## src/rtl/tri_cnt_pkg.sv

```systemverilog
package tri_cnt_pkg;

    typedef enum logic {
        DIR_UP   = 1'b0,
        DIR_DOWN = 1'b1
    } tri_dir_e;

endpackage

```

## src/rtl/tri_reload_shadow.sv

```systemverilog
module tri_reload_shadow #(
    parameter int CNT_W       = 16,
    parameter int RELOAD_INIT = 100
) (
    input  logic             clk,
    input  logic             rst_n,
    input  logic             wr,
    input  logic [CNT_W-1:0] wdata,
    input  logic             take,
    output logic [CNT_W-1:0] shadow_q
);
    localparam logic [CNT_W-1:0] INIT_V = CNT_W'(RELOAD_INIT);

    logic [CNT_W-1:0] preload_q;

    // Preload register: written by software at any time.
    always_ff @(posedge clk or negedge rst_n) begin
        if (!rst_n) begin
            preload_q <= INIT_V;
        end else if (wr) begin
            preload_q <= wdata;
        end
    end

    // Shadow copy: follows the preload only on an update event.
    always_ff @(posedge clk or negedge rst_n) begin
        if (!rst_n) begin
            shadow_q <= INIT_V;
        end else if (take) begin
            shadow_q <= preload_q;
        end
    end
endmodule

```

## src/rtl/tri_dir_fsm.sv

```systemverilog
module tri_dir_fsm
    import tri_cnt_pkg::*;
(
    input  logic     clk,
    input  logic     rst_n,
    input  logic     restart,
    input  logic     turn_top,
    input  logic     turn_bottom,
    output tri_dir_e state_q,
    output logic     dir_down
);
    tri_dir_e state_d;

    // Next-state logic.
    always_comb begin
        state_d = state_q;
        if (restart) begin
            state_d = DIR_UP;
        end else begin
            unique case (state_q)
                DIR_UP:   if (turn_top)    state_d = DIR_DOWN;
                DIR_DOWN: if (turn_bottom) state_d = DIR_UP;
                default:  state_d = DIR_UP;
            endcase
        end
    end

    // State register.
    always_ff @(posedge clk or negedge rst_n) begin
        if (!rst_n) begin
            state_q <= DIR_UP;
        end else begin
            state_q <= state_d;
        end
    end

    // Output decode.
    always_comb begin
        unique case (state_q)
            DIR_DOWN: dir_down = 1'b1;
            default:  dir_down = 1'b0;
        endcase
    end
endmodule

```

## src/rtl/tri_count_core.sv

```systemverilog
module tri_count_core
    import tri_cnt_pkg::*;
#(
    parameter int CNT_W = 16
) (
    input  logic             clk,
    input  logic             rst_n,
    input  logic             step,
    input  logic             restart,
    input  tri_dir_e         dir,
    input  logic [CNT_W-1:0] limit,
    output logic [CNT_W-1:0] count_q,
    output logic             at_top,
    output logic             at_bottom,
    output logic             ovf_q,
    output logic             unf_q
);
    localparam logic [CNT_W-1:0] ONE = CNT_W'(1);

    logic             parked;
    logic             adv;
    logic [CNT_W-1:0] count_d;

    // Rising with the count already at or above the limit: nothing to do.
    // This covers a zero limit.
    assign parked = (dir == DIR_UP) && (count_q >= limit);
    assign adv    = step && !restart && !parked;

    always_comb begin
        at_top    = 1'b0;
        at_bottom = 1'b0;
        count_d   = count_q;
        if (restart) begin
            count_d = '0;
        end else if (adv) begin
            unique case (dir)
                DIR_UP: begin
                    count_d = count_q + ONE;
                    at_top  = (count_d == limit);
                end
                DIR_DOWN: begin
                    count_d   = count_q - ONE;
                    at_bottom = (count_d == '0);
                end
                default: count_d = count_q;
            endcase
        end
    end

    always_ff @(posedge clk or negedge rst_n) begin
        if (!rst_n) begin
            count_q <= '0;
            ovf_q   <= 1'b0;
            unf_q   <= 1'b0;
        end else begin
            count_q <= count_d;
            ovf_q   <= at_top;
            unf_q   <= at_bottom;
        end
    end
endmodule

```

## src/rtl/tri_event_flag.sv

```systemverilog
module tri_event_flag (
    input  logic clk,
    input  logic rst_n,
    input  logic set,
    input  logic clr,
    output logic flag_q
);
    // A set in the same cycle as a clear wins.
    always_ff @(posedge clk or negedge rst_n) begin
        if (!rst_n) begin
            flag_q <= 1'b0;
        end else if (set) begin
            flag_q <= 1'b1;
        end else if (clr) begin
            flag_q <= 1'b0;
        end
    end
endmodule

```

## src/rtl/tri_timer.sv

```systemverilog
module tri_timer
    import tri_cnt_pkg::*;
#(
    parameter int CNT_W       = 16,
    parameter int RELOAD_INIT = 100
) (
    input  logic             clk,
    input  logic             rst_n,
    input  logic             en,
    input  logic             tick,
    input  logic             rld_wr,
    input  logic [CNT_W-1:0] rld_data,
    input  logic             sw_upd,
    input  logic             flag_clr,
    output logic [CNT_W-1:0] count,
    output logic             dir_down,
    output logic             ovf,
    output logic             unf,
    output logic             upd_flag
);
    tri_dir_e         dir_q;
    logic [CNT_W-1:0] limit;
    logic             at_top;
    logic             at_bottom;
    logic             upd_event;

    assign upd_event = at_top || at_bottom || sw_upd;

    tri_reload_shadow #(
        .CNT_W       (CNT_W),
        .RELOAD_INIT (RELOAD_INIT)
    ) u_shadow (
        .clk      (clk),
        .rst_n    (rst_n),
        .wr       (rld_wr),
        .wdata    (rld_data),
        .take     (upd_event),
        .shadow_q (limit)
    );

    tri_dir_fsm u_fsm (
        .clk         (clk),
        .rst_n       (rst_n),
        .restart     (sw_upd),
        .turn_top    (at_top),
        .turn_bottom (at_bottom),
        .state_q     (dir_q),
        .dir_down    (dir_down)
    );

    tri_count_core #(
        .CNT_W (CNT_W)
    ) u_core (
        .clk       (clk),
        .rst_n     (rst_n),
        .step      (en && tick),
        .restart   (sw_upd),
        .dir       (dir_q),
        .limit     (limit),
        .count_q   (count),
        .at_top    (at_top),
        .at_bottom (at_bottom),
        .ovf_q     (ovf),
        .unf_q     (unf)
    );

    tri_event_flag u_flag (
        .clk    (clk),
        .rst_n  (rst_n),
        .set    (at_top || at_bottom),
        .clr    (flag_clr),
        .flag_q (upd_flag)
    );
endmodule

```

## config.mk

```make
export PLATFORM = sky130hd
export DESIGN_NAME = tri_timer
export DESIGN_NICKNAME = d
export VERILOG_FILES = /design/src/rtl/tri_cnt_pkg.sv /design/src/rtl/tri_reload_shadow.sv /design/src/rtl/tri_dir_fsm.sv /design/src/rtl/tri_count_core.sv /design/src/rtl/tri_event_flag.sv /design/src/rtl/tri_timer.sv
export SDC_FILE = /design/constraint.sdc
export NUM_CORES = 1
export LEC_CHECK = 0
export BUFFER_PORTS_ARGS = -buffer_cell sky130_fd_sc_hd__clkbuf_2
export CORE_AREA = 2 2 80 82
export DETAILED_ROUTE_END_ITERATION = 7
export DIE_AREA = 0 0 82 84
export PLACE_DENSITY = 0.81
export RECOVER_POWER = 25
export SLEW_MARGIN = 30
export SYNTH_ARGS = -nofsm -noshare
export SYNTH_HDL_FRONTEND = slang
export SYNTH_SLANG_ARGS = --single-unit
```

## constraint.sdc

```tcl
create_clock -name clk -period 7.3 [get_ports clk]
set_input_delay 1.46 -clock clk [delete_from_list [all_inputs] [get_ports clk]]
set_output_delay 1.46 -clock clk [all_outputs]
set_load 0.01 [all_outputs]
```

# After elaboration in Yosys (flattened, before gate mapping)
# Cells that the tools add are included.
# op_classes
muxes	16
bitwise	1
order_cmp	1
n_addsub	2
eq_ne	1
n_reduce_logical	11
# ops
operator	n
$mux 16	2
$pmux 16 s2	1
$add 16x1->16 const B	1
$eq 16x16->1	1
$ge 16x16->1	1
$logic_not 16->1	1
$sub 16x1->16 const B	1
$mux 1	12
$logic_and 1x1->1	4
$reduce_bool 2->1	2
$logic_not 1->1	2
$logic_or 1x1->1	2
$pmux 1 s2	1
$not 1->1	1
# totals
word_cells	39
input_bits	23
regBits	52
out_inout_bits	20

# Longest topological paths before layout
# Gate-level depths: netlist of the first run.
# depth
depth_word	9
depth_mapped	13
mapped_depth_nobuf	10

# Hierarchy
# A second synthesis of the first run with hierarchy kept.
# unflattened
hier_cells	395
hier_area_um2	3882.5
# by_module_without_submodules
mod	cells_each	instances	area_each_um2
tri_count_core	317	1	2477.4
tri_reload_shadow	68	1	1306.3
tri_dir_fsm	4	1	43.8
tri_event_flag	3	1	36.3
tri_timer	3	1	18.8

# Worst setup path before layout of the first run
# Ideal clock, no wire load.
# synth_timing
kind	input-to-reg
startpoint	input sw_upd
endpoint	register u_shadow.shadow_q[10]
arrival_ps	3386
required_ps	7175
slack_ps	3789
n_path_buf	2
cell_stages	8
cell_sequence	clkbuf_1 > nand3b_1 > a2111oi_0 > a2bb2oi_1 > nor4b_4 > nor3_4 > buf_8 > mux2_4
# synth_via
elab_chain_cells	7
# synth_lines
element	line	text
from (decl)	tri_timer.sv:13	input logic sw_upd,
$logic_not 1->1	tri_count_core.sv:27	assign adv = step && !restart && !parked;
$logic_and 1x1->1 (2 in series)	tri_count_core.sv:27	
$mux 1	tri_count_core.sv:35	end else if (adv) begin
$mux 1 *	tri_count_core.sv:33	if (restart) begin
named net at_bottom	tri_timer.sv:24	logic at_bottom;
$logic_or 1x1->1 * (2 in series)	tri_timer.sv:27	assign upd_event = at_top || at_bottom || sw_upd;
to (signal assigned)	tri_reload_shadow.sv:30	shadow_q <= preload_q;
to (decl)	tri_reload_shadow.sv:10	output logic [CNT_W-1:0] shadow_q
# The timed path passes the listed nets; every way through them passes the cells marked *.
# A chain may end at the register's enable or synchronous reset.

# Worst setup path after layout of the first run
# layout_timing
startpoint	register u_core.count_q[13]
endpoint	register u_shadow.shadow_q[14]
# layout_via
elab_chain_cells	8
# layout_lines
element	line	text
from (decl)	tri_count_core.sv:12	output logic [CNT_W-1:0] count_q,
from (signal assigned)	tri_count_core.sv:56	count_q <= count_d;
branches (longest 4 deep; another with $sub 16x1->16)	-	
$mux 1 *	tri_count_core.sv:35	
$mux 1 *	tri_count_core.sv:33	
named net at_bottom	tri_timer.sv:24	
$logic_or 1x1->1 * (2 in series)	tri_timer.sv:27	
# Mark *: on every way through the listed nets, which the timed path passes.

==> results of run 1 <==
## placed cells by master, fill, tap and decap left out, types with 2 or more instances in the layout
cell type	instances
a211o_1	3
a211oi_1	4
a21oi_1	13
a311oi_1	2
a31oi_1	2
and2_1	2
and3_1	5
and4_1	3
clkbuf_1	2
clkbuf_2	42
clkbuf_8	5
dfrtp_1	46
dfstp_2	6
ha_1	19
inv_1	25
mux2_2	23
mux2_4	10
nand2_1	9
nand2b_1	4
nand3_1	12
nand3b_1	2
nand4_1	9
nor2_1	23
nor2b_1	8
nor3_1	11
nor3b_1	2
nor4_1	2
o211ai_1	2
o21a_1	2
o21ai_0	24
o31ai_1	9
or3_1	3
or4_4	2
xnor2_1	13
xor2_1	8
## path summary, 6_finish.rpt
kind,start,endpoint,cells after the start
setup / recovery,u_core.count_q[13],u_shadow.shadow_q[14],11
hold / removal,u_flag.flag_q,u_flag.flag_q,1
setup reg to reg,u_core.count_q[13],u_shadow.shadow_q[14],11
hold reg to reg,u_flag.flag_q,u_flag.flag_q,1
max in group asynchronous,rst_n,u_core.count_q[6],2
min in group asynchronous,rst_n,u_core.count_q[11],2
## through the flow
| step | utilization | power [mW] | setup slack [ns] | area [um2] | std cells |
|---|---|---|---|---|---|
| 5_1_grt | 0.637 | 0.697 | 3.04 | 3880 | 468 |
| 2_1_floorplan | - | 0.430 | 3.79 | 3550 | 361 |
| 4_1_cts | 0.636 | 0.666 | 3.60 | 3880 | 467 |
| 6_report | 0.637 | 0.661 | 3.59 | 3880 | 468 |
| 3_3_place_gp | 0.618 | 0.461 | 3.48 | 3770 | 459 |
| 3_5_place_dp | 0.618 | 0.469 | 3.40 | 3770 | 459 |
## sequential cells by signal (all words and copies together) (netlist names)
name                flops
u_fsm.state_q           1
u_shadow.preload_q     16
u_shadow.shadow_q      16
u_core.count_q         16
u_core.unf_q            1
u_flag.flag_q           1
u_core.ovf_q            1
## final cells by class
type,instances,area [um2],area share
Clock buffer,6,72.6,0.0187
Clock inverter,2,35.0,0.00902
Inverter,26,97.6,0.0251
Multi-Input combinational cell,260,2040,0.526
Sequential cell,52,1310,0.337
Tap cell,77,96.3,0.0248
Timing Repair Buffer,45,233,0.0599
## cells by family after synthesis
logic type / count (synthesis) / share of synthesized area
XOR/XNOR: 21 / 0.0518
flip-flops: 52 / 0.368
adder cells (fa/ha/maj): 19 / 0.0669
buffers and inverters: 49 / 0.0588
AND/OR/NAND/NOR: 107 / 0.185
AO/OA/AOI/OAI: 79 / 0.152
multiplexers: 34 / 0.118
## report_power, final
part	leakage, nW	total (mW)	switching, mW	internal, mW
Sequential	0.646	0.339	0.0246	0.314
Combinational	1.07	0.126	0.0629	0.0633
Clock	0.0552	0.195	0.0936	0.102
Total	1.77	0.661	0.181	0.479
## critical path, delay by kind of cell (launching register included)
kind                     cells  cell delay (ns)
adder cells (fa/ha/maj)      1             0.35
AO/OA/AOI/OAI                5             1.26
buffers and inverters        2             0.44
AND/OR/NAND/NOR              2             0.56
flip-flops                   1             0.67
multiplexers                 1             0.30
## routing by layer
| metal | vias to the layer above | GRT usage | wire (um) | share of wire |
|---|---|---|---|---|
| met5 | - | 0 | 0 | 0 |
| met4 | 0 | 0.108 | 262 | 0.031 |
| met3 | 27 | 0.0530 | 599 | 0.071 |
| met2 | 123 | 0.440 | 4260 | 0.50 |
| met1 | 1479 | 0.333 | 3350 | 0.39 |
| li1 | 1375 | - | - | - |
==> flow_summary_export.csv, run 1 <==
group,metric,value,unit
worst_hold_path,hold_class,"reg2reg",
power_and_ir_drop,powerDensity,170,nW/um2
clock_tree,ctsHoldBuffers,0,
clock_tree,cts-root-buf,"clkbuf_8",
timing,holdWs,0.506,ns
synthesis,synth-edff-count,0,
synthesis,yosys_register_bits,52,
timing,rsz0062_at_grt,"false",
global_routing,grt_pass1_vias,2927,
cells_and_area,num_antenna_cells,0,
floorplanning,num_rows,29,
global_routing,grt_max_degree,53,
cells_and_area,drive_above_1_share,0.266,
synthesis,syn_nets,403,
global_routing,grt_pass1_wl,14100,um
synthesis,yosysTopAreaCellShare,0.324,
timing,setup_tns,0,ns
synthesis,yosysTopAreaCell,"dfrtp_1",
timing,worst_pin_slew,2.75,ns
run_status,violations,"max-capacitance violations, max-slew violations",
worst_setup_path,max_stage_delay,0.67,ns
synthesis,synth_commonest_cells,"dfrtp_1 (46), inv_1 (25), o21ai_0 (24), mux2_2 (23), nor2_1 (23)",
timing,slew_headroom,-0.833,
synthesis,synthTopCellsByArea,"dfrtp_1 (32%), mux2_2 (7.3%), ha_1 (6.7%), dfstp_2 (4.4%), mux2_4 (4.2%)",
clock_tree,post-cts-setup-buffer-count,0,
detailed_routing,drt_iter0_drc,218,
place,port_buffers,42,
floorplanning,dieWidth,82,um
synthesis,synth_flop_cell,"dfrtp_1",
floorplanning,core_area,6100,um2
floorplanning,fp.dieH,84,um
detailed_routing,vias,3004,
run,drv_cap,1,
worst_setup_path,critPathRequiredTime,7.50,ns
clock_tree,cts.path.max_buffers,2,
cells_and_area,area_growth,9.33,%
worst_setup_path,cp_max_fo,30,
run_status,status,"complete, but fails checks",
floorplanning,pin_count,43,
floorplanning,dieArea,6890,um2
timing,setup_viol,0,
clock_tree,clock-sinks,52,
place,dp_hpwl,6060,um
cells_and_area,fillCellCount,528,
clock_tree,numCtsBuffers,5,
global_routing,antenna_found_initial,0,
synthesis,synth_cell_types,66,
synthesis,synthCells,361,
cells_and_area,final_nets,432,
worst_setup_path,slowest_stage,"dfrtp_1",
clock_tree,post_cts_resized,0,
detailed_routing,routedWlPerCell,18.1,um
timing,period_share,0.508,
timing,hold_viol,0,
global_routing,overflow,0,
clock_tree,h-tree-depth,2,
power_and_ir_drop,leakage,1.77,nW
detailed_routing,firstDrtPassIters,5,
worst_setup_path,cp_data_arrival_time,3.91,ns
detailed_routing,drtAntennaViolNets,0,
timing,finalClockSkew,0.0135,ns
synthesis,postSynthAreaPerCell,9.84,um2
worst_setup_path,ff2ff_setup_slack,3.59,ns
worst_setup_path,crit_type,"reg2reg",
timing,drv_slew,53,
worst_setup_path,cp_cell_sequence,"ha_1 -> a211oi_1 -> o21ai_0 -> o2111a_1 -> a2111oi_0 -> a2bb2oi_2 -> buf_4 -> nor4b_4 -> nor3_4 -> buf_6 -> mux2_4",
detailed_routing,post_drt_via_cell_ratio,6.42,
place,place_congestion,0.915,
synthesis,yosys_warnings,0,
global_routing,track_usage,0.265,
detailed_routing,routed_wl,8470,um
synthesis,synthArstFlopShare,1.00,
synthesis,ys_seq_area_frac,0.368,
timing,post-route-min-period,3.71,ns
clock_tree,path_clk_slew,0.10,ns
synthesis,syn_area,3550,um2
timing,max_freq,269,MHz
worst_setup_path,end_kind,"register",
detailed_routing,drc_errors,0,
clock_tree,cts_tree,"yes",
clock_tree,clock_latency,0.31,ns
worst_setup_path,setup.worst_path.start_class,"register",
floorplanning,initial_core_util,0.583,
power_and_ir_drop,peakVddDrop,0.104,mV
synthesis,synth_most_common_cell,"dfrtp_1",
No activity file was read; power rests on OpenSTA's default activity.
==> run 2, diff against run 1 <==
--- a/config.mk
+++ b/config.mk
@@ -6,10 +6,10 @@
 export NUM_CORES = 1
 export LEC_CHECK = 0
 export BUFFER_PORTS_ARGS = -buffer_cell sky130_fd_sc_hd__clkbuf_2
-export CORE_AREA = 2 2 80 82
+export CORE_AREA = 2 2 85 87
 export DETAILED_ROUTE_END_ITERATION = 7
-export DIE_AREA = 0 0 82 84
-export PLACE_DENSITY = 0.81
+export DIE_AREA = 0 0 87 89
+export PLACE_DENSITY = 0.76
 export RECOVER_POWER = 25
 export SLEW_MARGIN = 30
 export SYNTH_ARGS = -nofsm -noshare
==> constraint.sdc (replaced) <==
create_clock -name clk -period 3.2 [get_ports clk]
set_input_delay 0.64 -clock clk [delete_from_list [all_inputs] [get_ports clk]]
set_output_delay 0.64 -clock clk [all_outputs]
set_load 0.01 [all_outputs]
==> run 2 against run 1 <==
Net effect: setup slack got worse by 3.5 ns; clock power grew 100%; cell area up 8.6%; critical path type unchanged; the run now ends clean; die area rose by 12%; clock skew fell by 0.0072 ns; critical path depth did not move; critical endpoint is now u_shadow.shadow_q[10]; via count grew 1.5%; non-clock buffer count up 43; utilization decreased by 0.94 points; sequential cell count is the same; routed wire length up 9.8%.
==> flow_summary_export.csv, run 2 (synthesized netlist as in run 1, its figures left out) <==
group,metric,value,unit
cells_and_area,num_antenna_cells,0,
timing,rsz0062_at_grt,"false",
worst_hold_path,hold_path.startpoint,"u_shadow.preload_q[1]",
worst_setup_path,ff2ff_setup_slack,0.12,ns
timing,max_freq,324,MHz
clock_tree,ctsHoldBuffers,0,
detailed_routing,drt_iter0_drc,176,
worst_setup_path,cp_cell_sequence,"inv_1 -> ha_1 -> nor2_1 -> a21oi_1 -> o41ai_1 -> a211o_1 -> a2bb2oi_2 -> nor4b_4 -> nor3_4 -> buf_12 -> mux2_4",
worst_hold_path,hold_class,"reg2reg",
timing,holdWs,0.513,ns
run_status,status,"finished clean",
cells_and_area,post-route-util,0.628,
place,place_area,4090,um2
worst_setup_path,cp_data_arrival_time,3.29,ns
worst_setup_path,end_kind,"register",
detailed_routing,drtAntennaViolNets,0,
cells_and_area,design_area,4220,um2
worst_setup_path,cp.depth,11,
global_routing,overflow,0,
floorplanning,num_rows,30,
global_routing,grt_pass1_wl,15400,um
cells_and_area,most-common-layout-cells,"dfrtp_1 (46), buf_4 (45), clkbuf_2 (40), inv_1 (25), o21ai_0 (24)",
floorplanning,core_area,6720,um2
global_routing,antenna_found_initial,0,
clock_tree,cts.path.max_buffers,2,
floorplanning,initial_core_util,0.529,
floorplanning,dieWidth,87,um
power_and_ir_drop,powerDensity,354,nW/um2
place,port_buffers,42,
worst_setup_path,setup.worst_path.start_class,"register",
worst_setup_path,max_stage_delay,0.53,ns
timing,period_share,0.964,
clock_tree,numCtsBuffers,5,
cells_and_area,drive_above_1_share,0.343,
detailed_routing,drc_errors,0,
clock_tree,path_clk_slew,0.10,ns
timing,hold_viol,0,
timing,drv_slew,0,
timing,setup_viol,0,
worst_setup_path,critPathRequiredTime,3.41,ns
detailed_routing,routed_wl,9300,um
timing,worst_pin_slew,1.37,ns
floorplanning,dieArea,7740,um2
floorplanning,pin_count,43,
worst_hold_path,worst_hold_path.num_cells,1,
detailed_routing,vias,3050,
clock_tree,clock-sinks,52,
detailed_routing,post_drt_via_cell_ratio,5.93,
global_routing,grt_pass1_vias,3120,
worst_setup_path,worstSetupEndpoint,"u_shadow.shadow_q[10]",
worst_setup_path,cp.buffers_inverters,2,
clock_tree,clock_latency,0.31,ns
detailed_routing,firstDrtPassIters,5,
worst_setup_path,crit_type,"reg2reg",
cells_and_area,top_regs,"u_core.count_q (16), u_shadow.preload_q (16), u_shadow.shadow_q (16)",
cells_and_area,final_common_cell,"dfrtp_1",
worst_setup_path,r2r_start,"u_core.count_q[0]",
global_routing,grt_max_degree,30,
clock_tree,cts-root-buf,"clkbuf_8",
clock_tree,h-tree-depth,2,
place,place_congestion,0.996,
worst_setup_path,cp_top_family,"compound AO/OA/AOI/OAI gates",
floorplanning,fp.dieH,89,um
clock_tree,cts_tree,"yes",
power_and_ir_drop,peakVddDrop,0.282,mV
detailed_routing,routedWlPerCell,18.1,um
cells_and_area,area_growth,18.7,%
worst_setup_path,startpoint,"u_core.count_q[0]",
global_routing,track_usage,0.261,
timing,slew_headroom,0.0880,
place,dp_hpwl,7190,um
worst_setup_path,slowest_stage,"o41ai_1",
worst_setup_path,reg2reg_depth,11,
timing,post-route-min-period,3.08,ns
worst_setup_path,regToRegEndpoint,"u_shadow.shadow_q[10]",
worst_setup_path,cp_max_fo,13,
cells_and_area,final_nets,475,
run,drv_cap,0,
power_and_ir_drop,leakage,2.00,nW
cells_and_area,fillCellCount,566,
timing,setup_tns,0,ns
timing,finalClockSkew,0.00629,ns
[run 2: cell types whose count changed in the layout (fill, tap and decap cells not counted), sizes merged]
cell,previous run,this run
buf,2,46
inv,26,27
bufinv,1,0
clkinv,1,2
clkbuf,49,47
[run 2: per-stage QoR]
step | setup WS [ns] | power (mW) | instances
5_1_grt | 0.00650 | 1.58 | 514
6_report | 0.116 | 1.49 | 514
2_1_floorplan | 0.252 | 0.981 | 361
3_5_place_dp | -0.164 | 1.11 | 504
4_1_cts | 0.127 | 1.51 | 514
3_3_place_gp | -0.0457 | 1.10 | 504
[run 2: what timing repair did]
| item | CTS | global route |
|---|---|---|
| setup buffers | 2 | 0 |
| gates resized for setup | 3 | 1 |
| pin swaps | 1 | 0 |
| endpoints found under the setup margin | 26 | 8 |
[run 2: worst min path at each step]
stage                            endpoint  slack (ns)
finish              u_shadow.preload_q[1]        0.51
CTS                 u_shadow.preload_q[4]        0.35
global route                u_flag.flag_q        0.52
floorplan               u_core.count_q[0]        0.34
detailed placement          u_flag.flag_q        0.49
global placement            u_flag.flag_q        0.47
[run 2: layer usage]
layer / up-vias / global-route usage / share of wire
li1: 1458 / - / -
met1: 1480 / 0.337 / 0.44
met2: 94 / 0.449 / 0.49
met3: 18 / 0.0388 / 0.042
met4: 0 / 0.0923 / 0.025
met5: - / 0 / 0
[run 2: final cells by class]
cell class / instances / area (um2) / area share
clock inverters: 3 / 22.5 / 0.00534
repair buffers: 88 / 566 / 0.134
well taps: 80 / 100 / 0.0237
multi-input cells: 260 / 2060 / 0.487
inverters: 26 / 97.6 / 0.0231
clock buffers: 5 / 68.8 / 0.0163
flip-flops and latches: 52 / 1310 / 0.310
[run 2: where the power goes]
| group | leakage (nW) | switching, mW | internal, mW |
|---|---|---|---|
| logic | 1.30 | 0.163 | 0.170 |
| clock network | 0.0485 | 0.236 | 0.157 |
| registers | 0.646 | 0.0498 | 0.717 |
| total | 2.00 | 0.450 | 1.04 |
